## config.mk

```make
export PLATFORM = sky130hd
export DESIGN_NAME = cmp_irq_unit
export DESIGN_NICKNAME = d
export VERILOG_FILES = /design/src/rtl/cmp_irq_pkg.sv /design/src/rtl/cmp_counter.sv /design/src/rtl/cmp_detect.sv /design/src/rtl/cmp_irq_ctl.sv /design/src/rtl/cmp_irq_unit.sv
export SDC_FILE = /design/constraint.sdc
export NUM_CORES = 1
export LEC_CHECK = 0
export BUFFER_PORTS_ARGS = -buffer_cell sky130_fd_sc_hd__buf_2
export CORE_MARGIN = 2
export CORE_UTILIZATION = 35
export DETAILED_ROUTE_END_ITERATION = 7
export PLACE_DENSITY_LB_ADDON = 0.15
export SLEW_MARGIN = 20
export SYNTH_ARGS = -nofsm -noshare
export SYNTH_HDL_FRONTEND = slang
export SYNTH_HIERARCHICAL = 1
export SYNTH_SLANG_ARGS = --single-unit
```

## constraint.sdc

```tcl
create_clock -name clk -period 2.26 [get_ports clk]
set_input_delay 0 -clock clk [delete_from_list [all_inputs] [get_ports clk]]
set_output_delay 0 -clock clk [all_outputs]
set_load 0.005 [all_outputs]
```

## src/rtl/cmp_irq_pkg.sv

```systemverilog
`timescale 1ns/1ps
package cmp_irq_pkg;
  // channel indices: three compare channels then the overflow source
  localparam int NCMP   = 3;
  localparam int NCH    = NCMP + 1;
  localparam int CH_A   = 0;
  localparam int CH_B   = 1;
  localparam int CH_D   = 2;
  localparam int CH_OVF = 3;

  localparam int MASK_W = 8;
  localparam int VEC_W  = 5;

  // write port targets
  localparam logic [2:0] SEL_CNT  = 3'd0;
  localparam logic [2:0] SEL_CMPA = 3'd1;
  localparam logic [2:0] SEL_CMPB = 3'd2;
  localparam logic [2:0] SEL_TOP  = 3'd3;
  localparam logic [2:0] SEL_CMPD = 3'd4;
  localparam logic [2:0] SEL_MASK = 3'd5;

  // position of each channel's enable inside the mask register
  function automatic int mask_pos(input int ch);
    case (ch)
      CH_A:    mask_pos = 6;
      CH_B:    mask_pos = 5;
      CH_D:    mask_pos = 7;
      default: mask_pos = 2;
    endcase
  endfunction

  // vector number offered for each channel
  function automatic logic [VEC_W-1:0] chan_vec(input int ch);
    case (ch)
      CH_A:    chan_vec = VEC_W'(3);
      CH_B:    chan_vec = VEC_W'(9);
      CH_D:    chan_vec = VEC_W'(16);
      default: chan_vec = VEC_W'(4);
    endcase
  endfunction
endpackage

```

## src/rtl/cmp_counter.sv

```systemverilog
`timescale 1ns/1ps
module cmp_counter #(
  parameter int CNT_W   = 8,
  parameter int MIN_TOP = 3
) (
  input  logic             clk,
  input  logic             rst_n,
  input  logic             cnt_we,
  input  logic             top_we,
  input  logic [CNT_W-1:0] wdata,
  output logic [CNT_W-1:0] cnt_q,
  output logic             counted_q,
  output logic [CNT_W-1:0] top_q
);
  localparam logic [CNT_W-1:0] TOP_MIN = CNT_W'(MIN_TOP);
  localparam logic [CNT_W-1:0] TOP_RST = '1;

  logic [CNT_W-1:0] cnt_d;
  logic             counted_d;
  logic [CNT_W-1:0] top_d;

  always_comb begin
    counted_d = 1'b1;
    if (cnt_we) begin
      cnt_d     = wdata;
      counted_d = 1'b0;
    end else if (cnt_q == top_q) begin
      cnt_d = '0;
    end else begin
      cnt_d = cnt_q + CNT_W'(1);
    end
    top_d = (wdata < TOP_MIN) ? TOP_MIN : wdata;
  end

  always_ff @(posedge clk or negedge rst_n) begin
    if (!rst_n) begin
      cnt_q     <= '0;
      counted_q <= 1'b0;
      top_q     <= TOP_RST;
    end else begin
      cnt_q     <= cnt_d;
      counted_q <= counted_d;
      if (top_we) top_q <= top_d;
    end
  end


  top_floor_chk: assert property (@(posedge clk) disable iff (!rst_n)
    top_q >= TOP_MIN);


  wrap_zero_chk: assert property (@(posedge clk) disable iff (!rst_n)
    (!cnt_we && cnt_q == top_q) |=> (cnt_q == '0));
endmodule

```

## src/rtl/cmp_detect.sv

```systemverilog
`timescale 1ns/1ps
module cmp_detect
  import cmp_irq_pkg::*;
#(
  parameter int CNT_W    = 8,
  parameter int SYNC_DLY = 2
) (
  input  logic             clk,
  input  logic             rst_n,
  input  logic [CNT_W-1:0] cnt_q,
  input  logic             counted,
  input  logic [NCMP-1:0]  cmp_we,
  input  logic [CNT_W-1:0] wdata,
  output logic [NCH-1:0]   evt
);
  // the flag register downstream is the last synchroniser stage
  localparam int PIPE = SYNC_DLY - 1;

  logic [CNT_W-1:0]          cmp_q [NCMP];
  logic [NCMP-1:0]           cmp_wr_q;
  logic [NCH-1:0]            raw;
  logic [PIPE-1:0][NCH-1:0]  stg_q;
  logic [PIPE-1:0][NCH-1:0]  stg_d;

  always_ff @(posedge clk or negedge rst_n) begin
    if (!rst_n) begin
      cmp_q    <= '{default: '0};
      cmp_wr_q <= '0;
    end else begin
      cmp_wr_q <= cmp_we;
      for (int c = 0; c < NCMP; c++) begin
        if (cmp_we[c]) cmp_q[c] <= wdata;
      end
    end
  end

  // a match counts only when the counter stepped here by counting and
  // the compare value was not just rewritten
  generate
    for (genvar c = 0; c < NCMP; c++) begin : g_hit
      assign raw[c] = counted && !cmp_wr_q[c] && (cnt_q == cmp_q[c]);


      cmp_write_quiet_chk: assert property (@(posedge clk) disable iff (!rst_n)
        cmp_we[c] |=> ##1 !stg_q[0][c]);
    end
  endgenerate
  assign raw[CH_OVF] = counted && (cnt_q == '0);

  always_comb begin
    stg_d[0] = raw;
    for (int g = 1; g < PIPE; g++) stg_d[g] = stg_q[g-1];
  end

  always_ff @(posedge clk or negedge rst_n) begin
    if (!rst_n) stg_q <= '0;
    else        stg_q <= stg_d;
  end

  assign evt = stg_q[PIPE-1];


  cnt_write_quiet_chk: assert property (@(posedge clk) disable iff (!rst_n)
    !counted |=> (stg_q[0] == '0));
endmodule

```

## src/rtl/cmp_irq_ctl.sv

```systemverilog
`timescale 1ns/1ps
module cmp_irq_ctl
  import cmp_irq_pkg::*;
(
  input  logic              clk,
  input  logic              rst_n,
  input  logic [NCH-1:0]    evt,
  input  logic [NCH-1:0]    flag_clr,
  input  logic              mask_we,
  input  logic [MASK_W-1:0] mask_wdata,
  input  logic              gie,
  input  logic              irq_ack,
  output logic [NCH-1:0]    flags,
  output logic [NCH-1:0]    irq_req,
  output logic              irq_valid,
  output logic [VEC_W-1:0]  irq_vec
);
  logic [NCH-1:0]    flag_q;
  logic [NCH-1:0]    flag_d;
  logic [MASK_W-1:0] mask_q;
  logic [NCH-1:0]    ack_sel;
  logic              found;
  logic [VEC_W-1:0]  best;
  logic              unused_other_bits;

  generate
    for (genvar c = 0; c < NCH; c++) begin : g_req
      assign irq_req[c] = flag_q[c] & mask_q[mask_pos(c)] & gie;


      flag_hold_chk: assert property (@(posedge clk) disable iff (!rst_n)
        $fell(flag_q[c]) |-> $past(flag_clr[c] || irq_ack));
    end
  endgenerate

  assign unused_other_bits = ^{mask_q[4:3], mask_q[1:0]};

  // smallest vector number wins
  always_comb begin
    found   = 1'b0;
    best    = '0;
    ack_sel = '0;
    for (int c = 0; c < NCH; c++) begin
      if (irq_req[c] && (!found || chan_vec(c) < best)) begin
        found      = 1'b1;
        best       = chan_vec(c);
        ack_sel    = '0;
        ack_sel[c] = 1'b1;
      end
    end
  end

  // a fresh event wins over a clear in the same cycle
  always_comb begin
    flag_d = (flag_q & ~(flag_clr | ({NCH{irq_ack}} & ack_sel))) | evt;
  end

  always_ff @(posedge clk or negedge rst_n) begin
    if (!rst_n) begin
      flag_q <= '0;
      mask_q <= '0;
    end else begin
      flag_q <= flag_d;
      if (mask_we) mask_q <= mask_wdata;
    end
  end

  assign flags     = flag_q;
  assign irq_valid = found;
  assign irq_vec   = best;


  gie_gate_chk: assert property (@(posedge clk) disable iff (!rst_n)
    irq_valid |-> gie);


  vec_a_first_chk: assert property (@(posedge clk) disable iff (!rst_n)
    irq_req[CH_A] |-> (irq_vec == chan_vec(CH_A)));
endmodule

```

## src/rtl/cmp_irq_unit.sv

```systemverilog
`timescale 1ns/1ps
module cmp_irq_unit
  import cmp_irq_pkg::*;
#(
  parameter int CNT_W    = 8,
  parameter int SYNC_DLY = 2,
  parameter int MIN_TOP  = 3
) (
  input  logic             clk,
  input  logic             rst_n,
  input  logic             wr_en,
  input  logic [2:0]       wr_sel,
  input  logic [CNT_W-1:0] wr_data,
  input  logic [3:0]       flag_clr,
  input  logic             gie,
  input  logic             irq_ack,
  output logic [3:0]       flags,
  output logic [3:0]       irq_req,
  output logic             irq_valid,
  output logic [4:0]       irq_vec
);
  logic [1:0]       rst_pipe;
  logic             rst_int_n;
  logic             cnt_we;
  logic             top_we;
  logic             mask_we;
  logic [NCMP-1:0]  cmp_we;
  logic [CNT_W-1:0] cnt_q;
  logic [CNT_W-1:0] top_q;
  logic             counted;
  logic [NCH-1:0]   evt;
  logic             unused_top;

  // assert at once, release on a clock edge
  always_ff @(posedge clk or negedge rst_n) begin
    if (!rst_n) rst_pipe <= '0;
    else        rst_pipe <= {rst_pipe[0], 1'b1};
  end
  assign rst_int_n = rst_pipe[1];

  always_comb begin
    cnt_we       = wr_en && (wr_sel == SEL_CNT);
    top_we       = wr_en && (wr_sel == SEL_TOP);
    mask_we      = wr_en && (wr_sel == SEL_MASK);
    cmp_we[CH_A] = wr_en && (wr_sel == SEL_CMPA);
    cmp_we[CH_B] = wr_en && (wr_sel == SEL_CMPB);
    cmp_we[CH_D] = wr_en && (wr_sel == SEL_CMPD);
  end

  cmp_counter #(.CNT_W(CNT_W), .MIN_TOP(MIN_TOP)) u_cnt (
    .clk       (clk),
    .rst_n     (rst_int_n),
    .cnt_we    (cnt_we),
    .top_we    (top_we),
    .wdata     (wr_data),
    .cnt_q     (cnt_q),
    .counted_q (counted),
    .top_q     (top_q)
  );
  assign unused_top = ^top_q;

  cmp_detect #(.CNT_W(CNT_W), .SYNC_DLY(SYNC_DLY)) u_det (
    .clk     (clk),
    .rst_n   (rst_int_n),
    .cnt_q   (cnt_q),
    .counted (counted),
    .cmp_we  (cmp_we),
    .wdata   (wr_data),
    .evt     (evt)
  );

  cmp_irq_ctl u_ctl (
    .clk        (clk),
    .rst_n      (rst_int_n),
    .evt        (evt),
    .flag_clr   (flag_clr),
    .mask_we    (mask_we),
    .mask_wdata (wr_data[MASK_W-1:0]),
    .gie        (gie),
    .irq_ack    (irq_ack),
    .flags      (flags),
    .irq_req    (irq_req),
    .irq_valid  (irq_valid),
    .irq_vec    (irq_vec)
  );
endmodule

```

==> results of run 1 <==
through the flow:
step	total power [mW]	worst slack, ps	hold slack, ps
2_1_floorplan	2.270	539.6	-295.6
3_3_place_gp	2.527	558.8	-214.5
3_5_place_dp	2.544	573.7	-213.0
4_1_cts	3.540	549.9	9.639
5_1_grt	3.738	400.5	46.69
6_report	3.501	543.6	19.17
how the worst max path moves through the flow:
stage          cells after the start             end      startpoint
4_1_cts                            4  u_cnt/cnt_q[6]  u_cnt/cnt_q[6]
5_1_grt                            4  u_cnt/cnt_q[1]  u_cnt/cnt_q[2]
3_3_place_gp                       4  u_cnt/cnt_q[6]  u_cnt/cnt_q[0]
2_1_floorplan                      0  u_cnt/cnt_q[0]     rst_pipe[1]
6_report                           4  u_cnt/cnt_q[6]  u_cnt/cnt_q[6]
3_5_place_dp                       4  u_cnt/cnt_q[6]  u_cnt/cnt_q[6]
state kept, by name (all words and copies together), names as in the netlist:
register,cells
u_ctl/mask_q,4
rst_pipe,2
u_cnt/top_q,8
u_det/cmp_wr_q,3
u_cnt/counted_q,1
u_det/cmp_q,24
u_ctl/flags,4
u_det/evt,4
u_cnt/cnt_q,8
cells by family after synthesis:
kind of cell             after synthesis  synth area share
AO/OA/AOI/OAI                         22           0.05898
buffers and inverters                 12           0.01621
XOR/XNOR                              37            0.1166
flip-flops                            58            0.5259
other                                  1          0.001349
multiplexers                          34            0.1378
adder cells (fa/ha/maj)                1          0.004502
AND/OR/NAND/NOR                       63            0.1387
layer usage:
metal | global-route usage | up-vias | share of wire
li1 | - | 914 | -
met1 | 0.2042 | 913 | 0.48
met2 | 0.2597 | 31 | 0.48
met3 | 0.04351 | 8 | 0.036
met4 | 0.05147 | 0 | 0.012
met5 | 0 | - | 0
tightest hold or removal path, cell delays in order:
cell     delay, ps
buf_2           70
inv_1           30
a21oi_1        160
a31oi_2         50
where the power goes:
part           internal, mW  leakage, nW  switching [mW]
clock                 0.563        0.105           0.406
sequential             1.29        0.699           0.345
combinational         0.531        0.635           0.369
total                  2.38         1.44            1.12
layout make-up:
cell class / count / area (µm²) / area share
multi-input cells: 158 / 1272 / 0.3750
clock inverters: 5 / 52.55 / 0.01549
repair buffers: 47 / 300.3 / 0.08850
flip-flops and latches: 58 / 1463 / 0.4310
inverters: 7 / 26.28 / 0.007743
clock buffers: 11 / 151.4 / 0.04462
well taps: 102 / 127.6 / 0.03761
repair_timing:
action / 4_1_cts / 5_1_grt
hold endpoints to repair: 26 / 0
hold buffers: 12 / 0
gates resized for setup: 0 / 0
synthesized netlist by cell type, types with 5 or more instances:
cell type,n
inv_1,6
mux2_2,34
nor2_1,9
o31ai_1,6
nand2_1,15
clkbuf_1,5
dfrtp_1,50
xnor2_1,35
dfstp_2,8
nand3_1,8
nand4_1,6
a21oi_1,5
==> flow_summary.json, run 1 <==
{
  "final_cells": 388,
  "cts-root-buf": "clkbuf_8",
  "insertion_delay_ps": 340,
  "clock.fmax_mhz": 582.6,
  "worstHoldPathCells": 4,
  "rsz0062_at_grt": "no",
  "hp-start": "flag_clr[2]",
  "postRouteAntennaNets": 0,
  "n_fill_cell": 728,
  "critPathBufInv": 0,
  "num_vias": 1866,
  "io_buffers": 33,
  "cp_data_required_time_ps": 2450,
  "crit_arrival_ps": 1900,
  "seq_area_frac_synth": 0.5259,
  "ir_worst_vdd_uv": 422.4,
  "avgSynthCellArea_um2": 12.19,
  "syn2layout_area_growth_pct": 22.11,
  "tightest_slew_ps": 717.7,
  "antenna_cells": 0,
  "setup_viol": 0,
  "syn_area_um2": 2779,
  "fin_crit_ps": 1716,
  "initial_utilization": 0.3596,
  "whs_endpoint": "u_ctl/flags[2]",
  "cts_buffers": 9,
  "r2r-end": "u_cnt/cnt_q[6]",
  "post_synth_num_cell_types": 37,
  "cts_buffer_depth": 2,
  "synth_edf_count": 0,
  "layout-drive-gt1-share": 0.3986,
  "via_per_inst": 4.809,
  "syn_inst": 228,
  "p_leak_nw": 1.439,
  "hp-class": "input port to flip-flop",
  "ios": 34,
  "die_area_um2": 8669,
  "timing.reg2reg.setup_slack_ps": 540,
  "setup.worst_path.end_class": "flip-flop",
  "antenna_found_initial": 0,
  "core_area_um2": 7727,
  "grt_usage": 0.1586,
  "critPathMaxFanout": 8,
  "grt_pass1_wl_mm": 10.26,
  "crit_chain": "xnor2_1 > nand4_1 > nor2_1 > a221oi_1",
  "critical_path.slowest_cell": "dfrtp_1",
  "drv_slew": 0,
  "first_pass_iters": 4,
  "cts_setup_buffers": 0,
  "clkSinkCount": 58,
  "drc": 0,
  "dp_hpwl_mm": 4.410,
  "synth_flop_cell": "dfrtp_1",
  "min_period_over_period": 0.7595,
  "post-route-util": 0.4391,
  "yosysWarnings": 6,
  "startpoint_type": "flip-flop",
  "worst-r2r-cell-count": 4,
  "critical_path_class": "flip-flop to flip-flop",
  "cts.clk_slew.worst_paths_ps": 70,
  "grt_pass1_vias": 1936,
  "status": "finished clean",
  "placed_area_um2": 3069,
  "slew_headroom": 0.5216,
  "num_rows": 32,
  "nNetsFinal": 302,
  "stdcell_area_um2": 3393,
  "r2r-start": "u_cnt/cnt_q[6]",
  "crit_family": "simple AND/OR/NAND/NOR gates",
  "wl_per_cell_um": 16.20,
  "ys_top_cells_by_area": "dfrtp_1 45%, mux2_2 14%, xnor2_1 11%, dfstp_2 7.6%, nand2_1 2.0%",
  "grt_max_degree": 57,
  "die_height_um": 93.11,
  "grt_overflow_total": 0,
  "globalplace.congestion": 0.8272,
  "fp.dieW_um": 93.11,
  "synth_top_area_frac": 0.4502,
  "p_per_area_nw_per_um2": 1032,
  "slowest_delay_ps": 580,
  "cts_tree": "built",
  "dp.cells": 360,
  "yosysTopAreaCell": "dfrtp_1",
  "synth_seq_cells": 58,
  "htree_num_levels": 3,
  "mostFrequentLayoutCells": "49 x dfrtp_1, 35 x xnor2_1, 34 x mux2_2",
  "async_reset_ff_frac": 1.000,
  "fin_worst_skew_ps": 7.939,
  "totalWireLength_mm": 6.285,
  "final_common_cell": "dfrtp_1",
  "fin_setup_tns_ps": 0,
  "drt_first_iter_violations": 88,
  "cap_violations": 0,
  "synthesis.nets": 249,
  "finalHoldViolations": 0
}
Power figures use the tool's default switching activity.
==> run 2: changes to the inputs <==
- clock period: 2.26 -> 1.72 ns (I/O delays scaled with it)
==> flow_summary.json, run 2 (synthesis gave the netlist of run 1 again) <==
{
  "totalWireLength_mm": 6.212,
  "grt_pass1_wl_mm": 10.12,
  "finalHoldViolations": 0,
  "critical_path.slowest_cell": "or4_1",
  "mostFrequentLayoutCells": "49 x dfrtp_1, 35 x xnor2_1, 34 x mux2_2",
  "num_vias": 1911,
  "final_cells": 392,
  "cap_violations": 0,
  "fin_crit_ps": 1479,
  "fp.dieW_um": 93.11,
  "place_ws_ps": 240.6,
  "nNetsFinal": 306,
  "grt_overflow_total": 0,
  "layout-drive-gt1-share": 0.3966,
  "p_per_area_nw_per_um2": 1308,
  "slowest_delay_ps": 590,
  "drv_slew": 0,
  "cts_buffer_depth": 2,
  "postRouteAntennaNets": 0,
  "wl_per_cell_um": 15.85,
  "antenna_found_initial": 0,
  "status": "finished clean",
  "cts_tree": "built",
  "die_area_um2": 8669,
  "grt_max_degree": 34,
  "setup.worst_path.end_class": "flip-flop",
  "cts-root-buf": "clkbuf_8",
  "setup_viol": 0,
  "via_per_inst": 4.875,
  "insertion_delay_ps": 330,
  "critical_path_class": "flip-flop to flip-flop",
  "p_leak_nw": 1.446,
  "hp-class": "input port to flip-flop",
  "grt_pass1_vias": 1861,
  "num_rows": 32,
  "fin_worst_skew_ps": 6.936,
  "core_area_um2": 7727,
  "io_buffers": 33,
  "globalplace.congestion": 0.8673,
  "fin_ws_ps": 241.0,
  "post-route-util": 0.4394,
  "rsz0062_at_grt": "no",
  "syn2layout_area_growth_pct": 22.20,
  "critPathMaxFanout": 9,
  "finalPower_mw": 4.442,
  "drc": 0,
  "ir_worst_vdd_uv": 656.7,
  "startpoint_type": "flip-flop",
  "cts_buffers": 9,
  "first_pass_iters": 4,
  "drt_first_iter_violations": 138,
  "fin_setup_tns_ps": 0,
  "clkSinkCount": 58,
  "largest_register_ffs": 24,
  "initial_utilization": 0.3596,
  "largest_register": "u_det/cmp_q",
  "dp.cells": 364,
  "final_common_cell": "dfrtp_1",
  "grt_usage": 0.1553,
  "reg.largest.list": "u_det/cmp_q x24, u_cnt/cnt_q x8, u_cnt/top_q x8",
  "htree_num_levels": 3,
  "die_height_um": 93.11,
  "antenna_cells": 0,
  "cp_data_required_time_ps": 1940,
  "cts.clk_slew.worst_paths_ps": 60,
  "dp_hpwl_mm": 4.403,
  "clock.fmax_mhz": 676.1,
  "crit_arrival_ps": 1700,
  "cts_setup_buffers": 0,
  "ios": 34,
  "min_period_over_period": 0.8599,
  "crit_chain": "or4_1 > nor4_2"
}
run 2: path summary, 6_finish.rpt:
kind | cells after the start | slack, ps | startpoint | to
max | 2 | 240 | u_cnt/cnt_q[3] | u_det/evt[3]
min in group asynchronous | 0 | 110 | rst_pipe[1] | u_det/cmp_q[17]
max reg2reg | 2 | 240 | u_cnt/cnt_q[3] | u_det/evt[3]
min | 3 | 30 | irq_ack | u_ctl/flags[3]
max in group asynchronous | 1 | 1070 | rst_pipe[1] | u_cnt/top_q[3]
min reg2reg | 0 | 110 | rst_pipe[1] | u_det/cmp_q[17]
run 2: repair_timing:
action,4_1_cts,5_1_grt
hold buffers,12,0
endpoints found under the hold margin,24,0
resized for setup,0,0
run 2: layout make-up:
cell class                 count  area, µm²
fill                         730       4332
sequential                    58       1463
multi-input combinational    158       1272
timing repair buffer          51      342.8
clock buffer                  13      148.9
tap                          102      127.6
inverter                       7      26.28
clock inverter                 3      15.01
run 2: critical path: cells and delay by family, from the launching register on:
family,cells,cell delay (ps)
AND/OR/NAND/NOR,2,860
flip-flops,1,510
run 2: per-layer routing:
metal / GRT usage / vias to the layer above / wire (µm)
met5: 0 / - / 0
met4: 0.04044 / 0 / 34
met3: 0.04754 / 6 / 359
met2: 0.2458 / 56 / 2946
met1: 0.2082 / 925 / 2871
li1: - / 924 / -
run 2: stage by stage:
stage	instance area [µm²]	hold WS, ps
final	3396	30.01
after global routing	3396	30.04
after CTS	3396	4.722
after detailed placement	3112	-213.3
after global placement	3112	-214.2
after floorplan	2780	-295.6
run 2: where the power goes:
group / leakage, nW / internal, mW / switching (mW)
clock network: 0.0872 / 0.556 / 0.507
logic: 0.659 / 0.730 / 0.528
registers: 0.699 / 1.69 / 0.429
total: 1.45 / 2.98 / 1.46
